$ cat config.mk
export PLATFORM = sky130hd
export DESIGN_NAME = hr_frame_tx
export DESIGN_NICKNAME = d
export VERILOG_FILES = /design/src/rtl/hr_frame_tx_pkg.sv /design/src/rtl/hr_frame_tx_seq.sv /design/src/rtl/hr_frame_tx_shreg.sv /design/src/rtl/hr_frame_tx_drv.sv /design/src/rtl/hr_frame_tx.sv
export SDC_FILE = /design/constraint.sdc
export NUM_CORES = 1
export LEC_CHECK = 0
export CELL_PAD_IN_SITES_DETAIL_PLACEMENT = 1
export CELL_PAD_IN_SITES_GLOBAL_PLACEMENT = 1
export CORE_AREA = 2 2 44 51
export DETAILED_ROUTE_END_ITERATION = 10
export DIE_AREA = 0 0 46 53
export PLACE_DENSITY_LB_ADDON = 0.1
export SYNTH_ARGS = -nofsm -noshare
export SYNTH_HDL_FRONTEND = slang
export SYNTH_SLANG_ARGS = --single-unit
$ cat constraint.sdc
create_clock -name clk -period 3.9 [get_ports clk]
set_clock_uncertainty 0.2 [all_clocks]
set_input_delay 0.39 -clock clk [delete_from_list [all_inputs] [get_ports clk]]
set_output_delay 0.39 -clock clk [all_outputs]
set_load 0.01 [all_outputs]
$ cat src/rtl/hr_frame_tx_pkg.sv
// Shared types for the half-rate framed serial transmitter.
package hr_frame_tx_pkg;

    // Sequencer states: waiting, shifting bits out, releasing the enable.
    typedef enum logic [1:0] {
        ST_IDLE   = 2'd0,
        ST_SEND   = 2'd1,
        ST_FINISH = 2'd2
    } tx_state_e;

endpackage

$ cat src/rtl/hr_frame_tx_seq.sv
// Sequencer for the framed transmitter.
// Counts system-clock rising edges through one transfer of W bits
// (two ticks per bit) and tells the output stage when to drive.
// Assumes start_i is synchronous to clk. Starts are accepted only in idle.
module hr_frame_tx_seq
    import hr_frame_tx_pkg::*;
#(
    parameter int W = 7
) (
    input  logic clk,
    input  logic rst_n,
    input  logic start_i,
    output logic load_o,
    output logic shift_o,
    output logic drive_o,
    output logic busy_o,
    output logic done_o
);
    localparam int TICKS = 2 * W;
    localparam int CNT_W = $clog2(TICKS + 1);
    localparam logic [CNT_W-1:0] LAST_TICK = CNT_W'(TICKS - 1);

    tx_state_e        state_q;
    logic [CNT_W-1:0] tick_q;

    // Accept a start only when fully idle.
    assign load_o  = (state_q == ST_IDLE) && start_i;
    // Advance to the next bit after the second tick of each bit slot.
    assign shift_o = (state_q == ST_SEND) && tick_q[0];
    assign drive_o = (state_q == ST_SEND);
    assign busy_o  = (state_q != ST_IDLE);

    // State and tick counter progression through one transfer.
    always_ff @(posedge clk) begin
        if (!rst_n) begin
            state_q <= ST_IDLE;
            tick_q  <= '0;
            done_o  <= 1'b0;
        end else begin
            done_o <= 1'b0;
            case (state_q)
                ST_IDLE: begin
                    if (start_i) begin
                        state_q <= ST_SEND;
                        tick_q  <= '0;
                    end
                end
                ST_SEND: begin
                    if (tick_q == LAST_TICK) begin
                        state_q <= ST_FINISH;
                    end
                    tick_q <= tick_q + 1'b1;
                end
                ST_FINISH: begin
                    state_q <= ST_IDLE;
                    done_o  <= 1'b1;
                end
                default: state_q <= ST_IDLE;
            endcase
        end
    end

endmodule

$ cat src/rtl/hr_frame_tx_shreg.sv
// Word holder and MSB-first shifter.
// Captures the word on load and shifts left on each shift request.
// Assumes load and shift never coincide (the sequencer guarantees it).
module hr_frame_tx_shreg #(
    parameter int W = 7
) (
    input  logic         clk,
    input  logic         rst_n,
    input  logic         load_i,
    input  logic         shift_i,
    input  logic [W-1:0] word_i,
    output logic         msb_o
);
    logic [W-1:0] word_q;

    assign msb_o = word_q[W-1];

    // Load a new word, or move the next bit into the MSB position.
    always_ff @(posedge clk) begin
        if (!rst_n) begin
            word_q <= '0;
        end else if (load_i) begin
            word_q <= word_i;
        end else if (shift_i) begin
            word_q <= {word_q[W-2:0], 1'b0};
        end
    end

endmodule

$ cat src/rtl/hr_frame_tx_drv.sv
// Falling-edge output stage.
// Registers the enable and data on system-clock falling edges. This sets up
// the enable half a period ahead of the rising edge at which the peripheral
// sees it, and keeps each bit stable across the half-rate sampling edge.
// Assumes drive_i and bit_i come from rising-edge logic.
module hr_frame_tx_drv (
    input  logic clk,
    input  logic rst_n,
    input  logic drive_i,
    input  logic bit_i,
    output logic enable_n_o,
    output logic sdata_o
);
    // Drive enable low and present the data bit while a transfer runs.
    always_ff @(negedge clk) begin
        if (!rst_n) begin
            enable_n_o <= 1'b1;
            sdata_o    <= 1'b0;
        end else begin
            enable_n_o <= !drive_i;
            sdata_o    <= drive_i && bit_i;
        end
    end

endmodule

$ cat src/rtl/hr_frame_tx.sv
// Half-rate enable-framed serial transmitter (top).
// Sends a W-bit word MSB first to a peripheral that divides the system clock
// by two internally. Assumes the peripheral samples the enable on rising
// edges and its half-rate clock starts on the following falling edge.
module hr_frame_tx #(
    parameter int W = 7
) (
    input  logic         clk,
    input  logic         rst_n,
    input  logic         start_i,
    input  logic [W-1:0] word_i,
    output logic         busy_o,
    output logic         done_o,
    output logic         enable_n_o,
    output logic         sdata_o
);
    logic load, shift, drive, msb;

    hr_frame_tx_seq #(.W(W)) u_seq (
        .clk     (clk),
        .rst_n   (rst_n),
        .start_i (start_i),
        .load_o  (load),
        .shift_o (shift),
        .drive_o (drive),
        .busy_o  (busy_o),
        .done_o  (done_o)
    );

    hr_frame_tx_shreg #(.W(W)) u_shreg (
        .clk     (clk),
        .rst_n   (rst_n),
        .load_i  (load),
        .shift_i (shift),
        .word_i  (word_i),
        .msb_o   (msb)
    );

    hr_frame_tx_drv u_drv (
        .clk        (clk),
        .rst_n      (rst_n),
        .drive_i    (drive),
        .bit_i      (msb),
        .enable_n_o (enable_n_o),
        .sdata_o    (sdata_o)
    );

endmodule

==> results.txt <==
----------------------------------------------------
[Outcome]
  Outcome ... completed

[Global route]
  Via count of the first global-routing pass ... slightly below 600
  Global route total overflow ... 0
  Largest net degree at the start of global routing ... 13
  First-pass GRT wire length ... 2.86 mm
  Number of antenna violations at the first check in global routing ... 0
  Overall fraction of global-route tracks in use ... 16.7%

[Pwr]
  Static power due to leakage ... roughly 0.38 nW
  Power density over cell area ... 387 nW/um^2
  IR Drop Worst-Case VDD ... about 0.23 mV

[Placed design]
  Final weighted congestion of routability-driven global placement ... 0.687
  Post-DP HPWL ... 1.16 mm
  IO buf count ... 13

[Synthesis]
  Synth top area share ... a little over two fifths
  Net count after synthesis ... 90
  Portion of the post-synthesis area used by sequential elements ... between 40% and 50%
  EDFF count, synth ... 0
  Number of warning messages in the yosys log ... 0
  Leading cell types by total area after synthesis ... sky130_fd_sc_hd__dfxtp_1 43%, sky130_fd_sc_hd__o221a_1 9.1%, sky130_fd_sc_hd__inv_1 5.1%
  Post-synthesis cell type count ... 28
  Post-synth ARST share ... 0%
  Synthesized cell area ... 739 sq um
  Register bit count reported by yosys ... 16
  Cell taking the most area after synthesis ... sky130_fd_sc_hd__dfxtp_1
  Mean Syn Cell Area ... 9.48 sq um
  Top_reg_cell synth ... sky130_fd_sc_hd__dfxtp_1
  Top-count cell post-synth ... sky130_fd_sc_hd__dfxtp_1
  Mapped Cells ... 78
  Leading cell types by count after synthesis ... 16 x sky130_fd_sc_hd__dfxtp_1, 10 x sky130_fd_sc_hd__inv_1, 7 x sky130_fd_sc_hd__a21oi_1

[Min path]
  Worst hold path class ... reg -> reg

[Routing]
  Remaining design rule violation count ... 0
  Wirelength, routed ... 1.62 mm
  Wire length per cell after detailed routing ... roughly 14 um
  Number of vias per cell ... 5.31
  Antenna-violating nets left ... 0
  DR iter-0 viols ... 4
  Initial DRT Pass Iterations ... 3
  Total number of vias ... 595

[Floorplanning]
  Standard cell core area ... 1910 sq um
  Standard-cell rows ... 17
  X dimension of the die ... 46 um
  Starting density of the core ... 38.6%
  Y dimension of the die ... 53 um
  Die outline area ... 2440 sq um
  Number of top-level pins ... 14

[STA]
  Max-slew headroom ... 67.9%
  Worst slew pin tran ... around 480 ps
  Final setup viols ... 0
  Setup tns final ... 0 ps
  Hold slack ... roughly 320 ps
  Unrepaired setup endpoints after global routing ... no
  Pins over their slew limit ... 0
  Hold Violations, Final ... 0

[Setup path]
  Critical path peak fanout ... 1
  Peak per-stage delay on the critical path ... 520 ps
  Gate family responsible for the most delay along the worst path ... buffers and inverters
  Chain of cells forming the critical path ... clkdlybuf4s50_1
  CP startpoint kind ... flop
  Worst endpoint required time ... 3310 ps
  Crit path DAT ... between 3000 and 4000 ps
  Startpoint-to-endpoint class of the critical path ... reg -> out
  Crit path capture type ... primary output
  Slowest stage cell, crit path ... sky130_fd_sc_hd__clkdlybuf4s50_1
  Worst path bufs/invs ... 1

[Clocking]
  Clock tree from TritonCTS ... done
  Number of clock sinks ... 16
  Clock-pin slew on the worst setup and hold paths ... 90 ps
  Number of buffers added to fix hold violations after cts ... 0
  Maximum number of buffers from clock root to sink ... 2
  Number of gates resized after CTS ... 0
  Depth of the CTS H-tree ... 1
  Number of buffers created by CTS ... 3
  Setup repair bufs after CTS ... 0
  Worst-skew pair later-pin latency ... around 280 ps
  Root Buffer Master ... sky130_fd_sc_hd__clkbuf_4

[Cells and area]
  Share of final-layout standard cells stronger than drive strength 1 ... 14.0%
  Area grow syn2layout ... 23.2%
  Final layout net count ... 106
  Diodes inserted ... 0

[Run]
  Max-cap viol count ... 0

----------------------------------------------------
## cells by family (layout without fill, tap and decap cells)
logic type / Yosys count / in the layout / share of synthesized area, %
adder cells (fa/ha/maj): 2 / 2 / 3.38
buffers and inverters: 13 / 28 / 8.63
AND/OR/NAND/NOR: 26 / 26 / 22.3
multiplexers: 2 / 2 / 2.71
flip-flops: 16 / 16 / 43.3
AO/OA/AOI/OAI: 19 / 19 / 19.6
## cells in the final DEF (no fill, tap or decap), drive strengths merged
master | Yosys | final
or3 | 1 | 1
nor3b | 1 | 1
nand2 | 4 | 4
nand3b | 1 | 1
mux2i | 2 | 2
nand3 | 4 | 4
and2b | 1 | 1
and3b | 1 | 1
nor2b | 2 | 2
a2bb2oi | 1 | 1
a21oi | 7 | 7
nor3 | 1 | 1
bufinv | 0 | 1
ha | 2 | 2
and3 | 2 | 2
o21ai | 2 | 2
dfxtp | 16 | 16
clkdlybuf4s50 | 0 | 13
inv | 10 | 11
o221a | 6 | 6
nand2b | 1 | 1
a31oi | 2 | 2
o21bai | 1 | 1
clkbuf | 1 | 3
or2 | 1 | 1
nor2 | 6 | 6
## report_power, final
part | switching, mW | total [mW] | internal (mW)
registers | 0.00914 | 0.182 | 0.173
logic | 0.0182 | 0.0430 | 0.0248
clock network | 0.0549 | 0.128 | 0.0729
## routing by layer
| metal | routed length (um) | share of wire (%) | vias up | global-route usage [%] |
|---|---|---|---|---|
| li1 | - | - | 301 | - |
| met1 | 746 | 46 | 285 | 21.8 |
| met2 | 825 | 51 | 7 | 27.1 |
| met3 | 37 | 2.3 | 2 | 3.07 |
| met4 | 14 | 0.86 | 0 | 5.71 |
| met5 | 0 | 0 | - | 0 |
## layout make-up
| class | count | area (sq um) |
|---|---|---|
| fill | 229 | 1000 |
| multi-input combinational | 49 | 355 |
| sequential | 16 | 320 |
| timing repair buffer | 13 | 130 |
| inverter | 9 | 33.8 |
| clock inverter | 3 | 25.0 |
| tap | 19 | 23.8 |
| clock buffer | 3 | 22.5 |
## worst register-to-register path: stages (launching register included)
cell                      delay, ps
sky130_fd_sc_hd__dfxtp_1        580
sky130_fd_sc_hd__and2b_4        270
sky130_fd_sc_hd__and3_1         170
## path summary, 6_finish.rpt
kind                                  startpoint               to  slack, ps  cells after the start
worst max-delay path               u_drv.sdata_o          sdata_o        210                      1
worst min-delay path             u_seq.tick_q[3]  u_seq.tick_q[3]        320                      2
worst max register to register  u_seq.state_q[1]    u_drv.sdata_o        670                      2
worst min register to register   u_seq.tick_q[3]  u_seq.tick_q[3]        320                      2
## state kept, by name, indices dropped and copies added (netlist names)
register and flops:
u_seq.done_o 1, u_seq.state_q 2, u_seq.tick_q 4, u_shreg.word_q 7
u_drv.sdata_o 1, u_drv.enable_n_o 1
## stage by stage
step | util (%) | worst slack, ps | std cells | cell area (sq um) | power (mW)
after global placement | 45.3 | 557 | 107 | 867 | 0.232
final | 47.6 | 209 | 112 | 911 | 0.353
after global routing | 47.6 | 134 | 112 | 911 | 0.380
after CTS | 47.6 | 196 | 112 | 911 | 0.359
after floorplan | - | 848 | 78 | 739 | 0.215
after detailed placement | 45.3 | 551 | 107 | 867 | 0.234
Power figures use the tool's default switching activity.
